File: src/rtl/wpc_pkg.sv
// Package: shared constants and helpers for the wiper position controller.
// Assumes: positions are unsigned binary, midscale is the MSB alone.
package wpc_pkg;

    // Midscale code for a given position width (MSB set, rest clear).
    function automatic logic [15:0] midscale(input int width);
        logic [15:0] v;
        v = '0;
        v[width-1] = 1'b1;
        return v;
    endfunction

    // Bit order of the synchronised control vector.
    localparam int SIG_DI    = 0;
    localparam int SIG_SCLK  = 1;
    localparam int SIG_CS    = 2;
    localparam int SIG_SHDN  = 3;
    localparam int SIG_PRE   = 4;
    localparam int SIG_COUNT = 5;

endpackage

File: src/rtl/wpc_sync.sv
// Module: multi-bit synchroniser, STAGES flops per bit, for level signals.
// Assumes: each bit is an independent slow level; no bus coherency required.
module wpc_sync #(
    parameter int WIDTH = 5,
    parameter int STAGES = 2,
    parameter logic [WIDTH-1:0] RST_VAL = '0
) (
    input  logic             clk,
    input  logic             rst_n,
    input  logic [WIDTH-1:0] d_in,
    output logic [WIDTH-1:0] q_out
);

    logic [WIDTH-1:0] stage_q [STAGES];

    // Purpose: shift the raw inputs through the synchroniser chain.
    always_ff @(posedge clk) begin
        if (!rst_n) begin
            for (int i = 0; i < STAGES; i++) stage_q[i] <= RST_VAL;
        end else begin
            stage_q[0] <= d_in;
            for (int i = 1; i < STAGES; i++) stage_q[i] <= stage_q[i-1];
        end
    end

    assign q_out = stage_q[STAGES-1];

endmodule

File: src/rtl/wpc_serial.sv
// Module: serial front end. Detects serial-clock and select edges on
// synchronised levels, shifts data, commits the position on select rise,
// and holds the registered serial output bit.
// Assumes: inputs are already synchronised to clk; serial phases last at
// least two clk periods.
module wpc_serial
    import wpc_pkg::*;
#(
    parameter int CODE_W = 7
) (
    input  logic              clk,
    input  logic              rst_n,
    input  logic              sclk_s,
    input  logic              cs_n_s,
    input  logic              di_s,
    input  logic              preset_n_s,
    output logic [CODE_W-1:0] code,
    output logic              sdo_bit,
    output logic              load_ev,
    output logic              preset_act
);

    localparam logic [CODE_W-1:0] MID = CODE_W'(midscale(CODE_W));

    logic              sclk_prev;
    logic              cs_prev;
    logic              shift_en;
    logic [CODE_W-1:0] shreg;
    logic [CODE_W-1:0] shreg_nxt;

    assign shift_en   = sclk_s & ~sclk_prev & ~cs_n_s;
    assign load_ev    = cs_n_s & ~cs_prev;
    assign preset_act = ~preset_n_s;
    assign shreg_nxt  = {shreg[CODE_W-2:0], di_s};

    // Purpose: remember last synchronised levels for edge detection.
    always_ff @(posedge clk) begin
        if (!rst_n) begin
            sclk_prev <= 1'b0;
            cs_prev   <= 1'b1;
        end else begin
            sclk_prev <= sclk_s;
            cs_prev   <= cs_n_s;
        end
    end

    // Purpose: serial-to-parallel shift register.
    always_ff @(posedge clk) begin
        if (!rst_n)        shreg <= '0;
        else if (shift_en) shreg <= shreg_nxt;
    end

    // Purpose: registered serial output bit, cleared by preset.
    always_ff @(posedge clk) begin
        if (!rst_n)          sdo_bit <= 1'b0;
        else if (preset_act) sdo_bit <= 1'b0;
        else if (shift_en)   sdo_bit <= shreg_nxt[CODE_W-1];
    end

    // Purpose: position latch; preset wins over a commit.
    always_ff @(posedge clk) begin
        if (!rst_n)          code <= MID;
        else if (preset_act) code <= MID;
        else if (load_ev)    code <= shreg;
    end

    assert_noshift_cs_high_R1: assert property (@(posedge clk) disable iff (!rst_n)
        (cs_n_s && sclk_s && !sclk_prev) |=> $stable(shreg));

    assert_code_hold_R2: assert property (@(posedge clk) disable iff (!rst_n)
        (!load_ev && !preset_act) |=> $stable(code));

    assert_sdo_delay_R3: assert property (@(posedge clk) disable iff (!rst_n)
        (shift_en && !preset_act) |=> (sdo_bit == $past(shreg[CODE_W-2])));

    assert_preset_mid_R4: assert property (@(posedge clk) disable iff (!rst_n)
        preset_act |=> (code == MID && !sdo_bit));

endmodule

File: src/rtl/wpc_tap_decode.sv
// Module: position-to-tap decoder producing one-hot switch controls.
// Assumes: enable low (shutdown) must turn every tap off.
module wpc_tap_decode #(
    parameter int CODE_W = 7,
    localparam int TAPS = 1 << CODE_W
) (
    input  logic [CODE_W-1:0] code,
    input  logic              enable,
    output logic [TAPS-1:0]   tap_sel
);

    // Purpose: one comparator per tap, bit 0 nearest terminal B.
    for (genvar g = 0; g < TAPS; g++) begin : g_tap
        assign tap_sel[g] = enable & (code == CODE_W'(g));
    end

endmodule

File: src/rtl/wiper_pos_ctrl.sv
// Module: top of the serial-loaded wiper position controller.
// Synchronises all control inputs, runs the serial front end, decodes the
// tap select and drives the shutdown and open-drain output controls.
// Assumes: one system clock oversampling the serial link.
module wiper_pos_ctrl
    import wpc_pkg::*;
#(
    parameter int CODE_W = 7,
    parameter int SYNC_STAGES = 2,
    localparam int TAPS = 1 << CODE_W
) (
    input  logic              clk,
    input  logic              rst_n,
    input  logic              preset_n,
    input  logic              shdn_n,
    input  logic              ser_clk,
    input  logic              ser_cs_n,
    input  logic              ser_di,
    output logic [CODE_W-1:0] code,
    output logic [TAPS-1:0]   tap_sel,
    output logic              term_a_open,
    output logic              wiper_b_short,
    output logic              sdo_pull_low
);

    localparam logic [SIG_COUNT-1:0] SYNC_IDLE = 5'b11100;

    logic [SIG_COUNT-1:0] raw_vec;
    logic [SIG_COUNT-1:0] syn_vec;
    logic                 shdn_act;
    logic                 sdo_bit;
    logic                 load_ev;
    logic                 preset_act;

    assign raw_vec[SIG_DI]   = ser_di;
    assign raw_vec[SIG_SCLK] = ser_clk;
    assign raw_vec[SIG_CS]   = ser_cs_n;
    assign raw_vec[SIG_SHDN] = shdn_n;
    assign raw_vec[SIG_PRE]  = preset_n;

    wpc_sync #(
        .WIDTH  (SIG_COUNT),
        .STAGES (SYNC_STAGES),
        .RST_VAL(SYNC_IDLE)
    ) u_sync (
        .clk  (clk),
        .rst_n(rst_n),
        .d_in (raw_vec),
        .q_out(syn_vec)
    );

    wpc_serial #(.CODE_W(CODE_W)) u_serial (
        .clk       (clk),
        .rst_n     (rst_n),
        .sclk_s    (syn_vec[SIG_SCLK]),
        .cs_n_s    (syn_vec[SIG_CS]),
        .di_s      (syn_vec[SIG_DI]),
        .preset_n_s(syn_vec[SIG_PRE]),
        .code      (code),
        .sdo_bit   (sdo_bit),
        .load_ev   (load_ev),
        .preset_act(preset_act)
    );

    assign shdn_act = ~syn_vec[SIG_SHDN];

    wpc_tap_decode #(.CODE_W(CODE_W)) u_decode (
        .code   (code),
        .enable (~shdn_act),
        .tap_sel(tap_sel)
    );

    // Purpose: shutdown switch controls and open-drain pull-down enable.
    always_comb begin
        term_a_open   = shdn_act;
        wiper_b_short = shdn_act;
        sdo_pull_low  = ~shdn_act & ~sdo_bit;
    end

    assert_shdn_code_kept_R5: assert property (@(posedge clk) disable iff (!rst_n)
        (shdn_act && !load_ev && !preset_act) |=> $stable(code));

    assert_release_tap_R6: assert property (@(posedge clk) disable iff (!rst_n)
        $fell(shdn_act) |-> tap_sel[code]);

endmodule

File: config.mk
export PLATFORM = sky130hd
export DESIGN_NAME = wiper_pos_ctrl
export DESIGN_NICKNAME = d
export VERILOG_FILES = /design/src/rtl/wpc_pkg.sv /design/src/rtl/wpc_sync.sv /design/src/rtl/wpc_serial.sv /design/src/rtl/wpc_tap_decode.sv /design/src/rtl/wiper_pos_ctrl.sv
export SDC_FILE = /design/constraint.sdc
export NUM_CORES = 1
export LEC_CHECK = 0
export CORE_MARGIN = 2
export CORE_UTILIZATION = 30
export CTS_CLUSTER_DIAMETER = 60
export DETAILED_ROUTE_END_ITERATION = 8
export PLACE_DENSITY = 0.78
export SETUP_SLACK_MARGIN = 0.3
export SLEW_MARGIN = 25
export SYNTH_ARGS = -nofsm -noshare
export SYNTH_HDL_FRONTEND = slang
export SYNTH_SLANG_ARGS = --single-unit
File: constraint.sdc
create_clock -name clk -period 1.48 [get_ports clk]
set_input_delay 0.296 -clock clk [delete_from_list [all_inputs] [get_ports clk]]
set_output_delay 0.296 -clock clk [all_outputs]
set_load 0.02 [all_outputs]
==> results of run 1 <==
==> kinds of logic after synthesis <==
family | Yosys count | share of synthesized area (%)
simple gates | 212 | 54.7
flops | 27 | 30.4
buf+inv | 24 | 8.38
mux | 8 | 4.51
compound gates | 7 | 1.97
==> metrics by stage <==
stage / area [µm²] / utilization (%)
CTS: 5390 / 92.7
floorplan: 2890 / -
detailed placement: 4610 / 79.3
global placement: 4610 / 79.3
==> what timing repair did <==
action                                 in CTS
setup buffers                              20
pin swaps                                  55
endpoints found under the hold margin       0
setup endpoints to repair                 138
gates resized for setup                   877
gates cloned                                3
==> flow_summary_export.csv, run 1 <==
group,metric,value,unit
run_status,run_status,"stopped before the end",
run_status,stop_stage,"5_1_grt",
run_status,tool.error,"[ERROR DPL-0038] Utilization greater than 100%, impossible to legalize",
cts,clock_path_buffers,2,
logic_synthesis,synth_nets,285,
logic_synthesis,synth_area_leaders,"dfxtp_1 30%, nor2_1 27%, nand2_1 5.7%",
logic_synthesis,synth_flop_cell,"dfxtp_1",
logic_synthesis,ys_seq_area_share,30.4,%
logic_synthesis,yosysTopAreaCell,"dfxtp_1",
floorplan,io-pin-count,145,
logic_synthesis,synth.most_common_cell,"nor2_1",
timing,grt_worst_setup_endpoint,"tap_sel[58]",
global_routing,grt_max_degree,17,
floorplan,rows,28,
timing,worstEndpointType,"top-level output",
cts,cts_sinks,27,
floorplan,die_h,81.0,µm
logic_synthesis,postSynthAreaPerCell,6.39,µm²
cts,cts-root-buf,"clkbuf_8",
logic_synthesis,syn_area,1780,µm²
logic_synthesis,async_flop_share,0,%
logic_synthesis,syn_inst,278,
cts,numCtsBuffers,3,
logic_synthesis,ys_ff_latch,27,
floorplan,die_w,81.0,µm
placement,place_ws,-672,ps
placement,placed_cells,514,
cts,holdBufCountCts,0,
placement,gp_congestion,0.750,
floorplan,initial_core_util,30.6,%
cts,htreeDepth,1,
placement,io_buffer_count,144,
logic_synthesis,synth_top_area_share,30.4,%
logic_synthesis,synth_commonest_cells,"127 x nor2_1, 27 x dfxtp_1, 27 x nand2_1, 15 x nand3_1, 11 x nor2_2",
placement,dpl.hpwl,5960,µm
logic_synthesis,synth_edf_count,0,
logic_synthesis,yosys_warnings,0,
logic_synthesis,synth_cell_types,25,
==> run 2: changes to the inputs <==
- CORE_UTILIZATION: 30 -> 25
- CTS_CLUSTER_DIAMETER: 60 -> default
- PLACE_DENSITY: 0.78 -> default
- PLACE_DENSITY_LB_ADDON: default -> 0.15
- SETUP_SLACK_MARGIN: 0.3 -> default
- clock period: 1.48 -> 1.92 ns (I/O delays scaled with it)
==> run 2 against run 1 <==
  * The flow now finishes, with violations (setup timing)
  * Synthesized cell count unchanged
  * Area after synthesis stayed put
==> flow_summary_export.csv, run 2 <==
group,metric,value,unit
run_status,run_status,"complete, but fails checks",
run_status,violations,"setup timing",
layout,seqCellArea,563,µm²
power,vdd.ir_drop.worst,0.481,mV
floorplan,initial_core_util,26.0,%
cts,tritoncts,"yes",
timing,hold_viol,0,
placement,placed_cells,524,
cts,cts_sinks,27,
timing,max_freq,518,MHz
timing,fin_crit,1930,ps
global_routing,grt_max_degree,17,
logic_synthesis,yosysTopAreaCell,"dfxtp_1",
placement,io_buffer_count,144,
power,combinationalPowerShare,8.3,%
timing,setup_viol,1,
critical_path,slowest_stage,"dfxtp_4",
logic_synthesis,synth_edf_count,0,
critical_path,r2r.worst_path.cells,4,
timing,worst_pin_slew,425,ps
critical_path,timing.rr.end,"u_serial.code[6]",
min_path,min-delay-start,"u_sync.stage_q[0][3]",
power,p_switching,219,µW
layout,multi_input_area,1310,µm²
min_path,min_path_cells,1,
logic_synthesis,async_flop_share,0,%
route,drt_iter0_markers,47,
layout,layout_commonest_cell,"nor2_1",
cts,cts-root-buf,"clkbuf_8",
logic_synthesis,synth_commonest_cells,"127 x nor2_1, 27 x dfxtp_1, 27 x nand2_1, 15 x nand3_1, 11 x nor2_2",
timing,finalClockSkew,2.03,ps
timing,fin_hold_ws,411,ps
timing,layout_setup_ws,-8.80,ps
timing,max-slew-margin-rel,71.6,%
critical_path,cp_num_buf_inv,3,
logic_synthesis,syn_area,1780,µm²
cts,clk_latency,270,ps
floorplan,rows,30,
placement,place_ws,-276,ps
layout,layout_common_cells,"111 x nor2_1, 69 x buf_2, 57 x buf_4, 24 x nor2_2",
power,p_leak,1.51,nW
global_routing,antenna_found_initial,0,
logic_synthesis,synth_cell_types,25,
critical_path,r2r_setup_slack,840,ps
power,intPower,751,µW
route,final_antenna_net_count,0,
layout,drive_gt1_share,53.8,%
route,vias,2327,
logic_synthesis,synth_top_area_share,30.4,%
route,vias_per_cell,4.37,
power,powerDensity,295,nW/µm²
cts,clk_pin_slew_worst_paths,90,ps
logic_synthesis,ys_ff_latch,27,
logic_synthesis,synth_flop_cell,"dfxtp_1",
logic_synthesis,syn_inst,278,
cts,clock_path_buffers,2,
global_routing,grt_pass1_vias,2111,
global_routing,overflow,0,
cts,htreeDepth,1,
cts,holdBufCountCts,0,
layout,fin_cells,533,
floorplan,dieArea,7800,µm²
run,cap_viol_max_count,0,
critical_path,max_stage_delay,370,ps
layout,diodes,0,
min_path,holdPathEnd,"u_sync.stage_q[0][8]",
floorplan,die_w,88.3,µm
critical_path,crit_required,1540,ps
logic_synthesis,ys_seq_area_share,30.4,%
route,drt_pass1_iterations,4,
layout,finalNetCount,445,
layout,top_regs,"u_sync.stage_q x10, u_serial.code x7, u_serial.shreg x7",
timing,finalCritPeriodShare,100,%
placement,dpl.hpwl,5450,µm
floorplan,die_h,88.3,µm
route,route.detailed.drc,0,
logic_synthesis,synth_nets,285,
placement,gp_congestion,0.806,
global_routing,grt_first_pass_wirelength,10500,µm
power,pwr-share-seq,58.7,%
timing,rsz0062_at_grt,"yes",
critical_path,cp_cell_sequence,"buf_12 -> nor4b_4 -> buf_6 -> nand3_4 -> nor2_1 -> buf_4",
layout,largest_reg_flops,10,
global_routing,track_usage,16.6,%
route,drt-total-wl,7100,µm
layout,nFillCells,784,
critical_path,reg2reg_from,"u_sync.stage_q[0][7]",
critical_path,path_class,"flop to primary output",
floorplan,coreArea,6830,µm²
critical_path,crit_family,"buffers and inverters",
power,p_sw_share,22.6,%
route,wire_per_inst,13.3,µm
logic_synthesis,synth_area_leaders,"dfxtp_1 30%, nor2_1 27%, nand2_1 5.7%",
logic_synthesis,yosys_warnings,0,
logic_synthesis,postSynthAreaPerCell,6.39,µm²
min_path,hold_class,"flop to flop",
power,p_clk_share,33.0,%
layout,largest_register,"u_sync.stage_q",
cts,numCtsBuffers,3,
critical_path,cp_max_fo,4,
floorplan,io-pin-count,145,
critical_path,crit_path_end_kind,"primary output",
timing,slew_viol_final,0,
critical_path,critical_path.startpoint_type,"flop",
critical_path,critPathArrivalTime,1540,ps
logic_synthesis,synth.most_common_cell,"nor2_1",
layout,areaGrowthSynthToFinish,84.9,%
==> run 2: worst max-delay path by stage <==
stage                          from  cells after the start           to  slack (ps)
2_1_floorplan      u_serial.code[5]                      5  tap_sel[33]          20
3_3_place_gp   u_sync.stage_q[0][8]                      4  tap_sel[51]        -250
3_5_place_dp   u_sync.stage_q[0][8]                      4  tap_sel[51]        -280
4_1_cts            u_serial.code[4]                      5   tap_sel[9]          -3
5_1_grt            u_serial.code[4]                      5  tap_sel[79]        -100
6_report           u_serial.code[5]                      6  tap_sel[71]          -9
==> run 2: metrics by stage <==
stage	util (%)	total power, mW	setup TNS, ps	cell area (µm²)
floorplan	-	0.630	0	1780
global placement	50.5	0.662	-19020	3450
detailed placement	50.5	0.662	-20670	3450
CTS	48.3	0.979	-3.40	3300
global route	48.1	1.01	-1460	3290
finish	48.1	0.971	-8.80	3290
==> run 2: cells by family (layout without fill, tap and decap cells) <==
| family | Yosys count | after routing | synth area share, % |
|---|---|---|---|
| compound gates | 7 | 7 | 1.97 |
| flops | 27 | 27 | 30.4 |
| mux | 8 | 8 | 4.51 |
| buf+inv | 24 | 183 | 8.38 |
| simple gates | 212 | 212 | 54.7 |
==> run 2: power by group through the flow <==
stage	Clock (mW)	Combinational, mW	Sequential, mW
after detailed placement	0	0.0731	0.589
after global routing	0.349	0.0885	0.571
final	0.320	0.0806	0.570
after floorplan	0	0.0414	0.588
after CTS	0.328	0.0760	0.574
after global placement	0	0.0731	0.589
==> run 2: what timing repair did <==
| item | 4_1_cts | 5_1_grt |
|---|---|---|
| pin swaps | 4 | 11 |
| gates resized for setup | 485 | 133 |
| endpoints found under the setup margin | 129 | 96 |
| buffers inserted | 3 | 2 |
==> run 2: layer usage <==
| layer | routed length (µm) | share of wire [%] | global-route usage (%) | vias to the layer above |
|---|---|---|---|---|
| met1 | 2730 | 38 | 18.2 | 1060 |
| met5 | 0 | 0 | 0 | - |
| met3 | 509 | 7.2 | 2.71 | 12 |
| li1 | - | - | - | 1176 |
| met2 | 3710 | 52 | 32.3 | 79 |
| met4 | 162 | 2.3 | 5.51 | 0 |
==> run 2: final cells by class <==
cell class                      instances  area share [%]
Tap cell                               96            3.66
Timing Repair Buffer                  178            38.0
Clock buffer                            3            1.26
Inverter                                1           0.114
Clock inverter                          1           0.152
Multi-Input combinational cell        227            39.7
Sequential cell                        27            17.1
Note: power is estimated with default switching activity, not from simulation.
==> run 3: changes to the inputs <==
- CTS_BUF_LIST: default -> sky130_fd_sc_hd__clkbuf_4
==> run 3 against run 2 <==
  * The run still ends with setup timing left
  * Register-to-register slack about the same
  * Critical endpoint is now tap_sel[73]
  * Critical path depth fell by 1
  * Via count increased by 2.4%
  * Sequential share of layout area down 3.6 points
  * Power fell by 7.4%
  * Global-route usage rose by 0.096 points
  * Maximum frequency shrank 3.1%
  * Routed wire length rose by 5.4%
  * Cell area is 27% higher
==> flow_summary_export.csv, run 3 (synthesis gave the netlist of run 2 again) <==
group,metric,value,unit
power,combinationalPowerShare,9.4,%
layout,layout_common_cells,"76 x buf_4, 71 x nor2_1, 70 x buf_6, 43 x nor2_4, 24 x nor2_2",
global_routing,grt_max_degree,17,
timing,slew_viol_final,0,
floorplan,initial_core_util,26.0,%
layout,fin_cells,541,
floorplan,die_h,88.3,µm
power,vdd.ir_drop.worst,0.418,mV
cts,clk_latency,330,ps
layout,diodes,0,
global_routing,grt_pass1_vias,2097,
timing,max-slew-margin-rel,72.2,%
layout,finish.instance_area,4180,µm²
cts,cts_sinks,27,
placement,gp_congestion,0.806,
route,route.detailed.drc,0,
min_path,hold_class,"flop to flop",
cts,clock_path_buffers,2,
critical_path,crit_required,1540,ps
placement,place_ws,-276,ps
power,p_switching,215,µW
global_routing,overflow,0,
critical_path,critical_path.startpoint_type,"flop",
floorplan,coreArea,6830,µm²
layout,final_util,61.2,%
critical_path,path_class,"flop to primary output",
power,p_leak,1.69,nW
cts,htreeDepth,1,
run,cap_viol_max_count,0,
timing,max_freq,502,MHz
critical_path,cp_max_fo,4,
cts,clk_pin_slew_worst_paths,140,ps
placement,placed_cells,524,
placement,io_buffer_count,144,
route,drt_iter0_markers,66,
layout,areaGrowthSynthToFinish,135,%
timing,fin_setup_tns,-1870,ps
route,vias,2382,
power,finalPower,899,µW
route,vias_per_cell,4.40,
route,drt-total-wl,7490,µm
route,drt_pass1_iterations,3,
global_routing,track_usage,16.7,%
timing,worst_pin_slew,416,ps
power,pwr-share-seq,63.3,%
run_status,violations,"setup timing",
timing,fin_crit,1990,ps
timing,finalCritPeriodShare,104,%
floorplan,io-pin-count,145,
critical_path,crit_path_end_kind,"primary output",
timing,layout_setup_ws,-70.2,ps
layout,largest_reg_flops,10,
critical_path,critPathArrivalTime,1610,ps
floorplan,rows,30,
placement,dpl.hpwl,5450,µm
floorplan,die_w,88.3,µm
timing,setup_viol,47,
cts,holdBufCountCts,0,
power,powerDensity,215,nW/µm²
layout,drive_gt1_share,64.3,%
run_status,run_status,"complete, but fails checks",
cts,cts-root-buf,"clkbuf_4",
cts,tritoncts,"yes",
timing,hold_viol,0,
layout,finalNetCount,453,
layout,top_regs,"u_sync.stage_q x10, u_serial.code x7, u_serial.shreg x7",
global_routing,grt_first_pass_wirelength,10600,µm
power,p_clk_share,27.2,%
power,intPower,684,µW
route,final_antenna_net_count,0,
layout,layout_commonest_cell,"buf_4",
power,p_sw_share,23.9,%
route,wire_per_inst,13.8,µm
placement,dpl-instance-area,3450,µm²
timing,finalClockSkew,5.60,ps
timing,rsz0062_at_grt,"yes",
floorplan,dieArea,7800,µm²
layout,largest_register,"u_sync.stage_q",
cts,numCtsBuffers,3,
timing,fin_hold_ws,422,ps
global_routing,antenna_found_initial,0,
[run 3: cell types whose count changed in the layout (fill, tap and decap cells not counted), sizes merged]
| cell | change |
|---|---|
| buf | +26 |
| dlymetal6s2s | +2 |
| clkdlybuf4s50 | -7 |
| dlygate4sd2 | +5 |
| clkbuf | -18 |
[run 3: layer usage]
layer | track usage [%] | wire length (µm) | vias up
met5 | 0 | 0 | -
met4 | 4.41 | 64 | 0
met3 | 2.80 | 462 | 7
met2 | 33.3 | 4190 | 74
met1 | 18.0 | 2770 | 1100
li1 | - | - | 1201
[run 3: final timing paths]
check	startpoint	endpoint	cells past startpoint	slack, ps
worst max-delay path	u_serial.code[5]	tap_sel[73]	5	-70
worst min-delay path	u_sync.stage_q[0][3]	u_sync.stage_q[0][8]	1	420
worst max register to register	u_sync.stage_q[0][7]	u_serial.code[6]	4	830
worst min register to register	u_sync.stage_q[0][3]	u_sync.stage_q[0][8]	1	420
[run 3: worst max-delay path, cell delays in order (launching register included)]
cell      delay [ps]
dfxtp_4          390
buf_12           120
and4bb_4         390
nand2_2          110
nor2_1           110
buf_4            150
[run 3: power by group through the flow]
stage | Clock [mW] | Sequential (mW) | Combinational [mW]
floorplan | 0 | 0.588 | 0.0414
global placement | 0 | 0.589 | 0.0731
detailed placement | 0 | 0.589 | 0.0731
CTS | 0.259 | 0.573 | 0.0788
global route | 0.277 | 0.571 | 0.0927
finish | 0.245 | 0.569 | 0.0849
[run 3: area by class of cell]
cell class                      count  area [µm²]
Clock inverter                      1        5.00
Fill cell                         610        2650
Clock buffer                        3        22.5
Sequential cell                    27         566
Multi-Input combinational cell    227        1690
Tap cell                           96         120
Timing Repair Buffer              186        1770
Inverter                            1        3.75
[run 3: what timing repair did]
item / CTS / global route
gates resized for setup: 627 / 246
pin swaps: 11 / 28
buffers inserted: 6 / 6
gates cloned: 0 / 1
endpoints found under the setup margin: 136 / 122
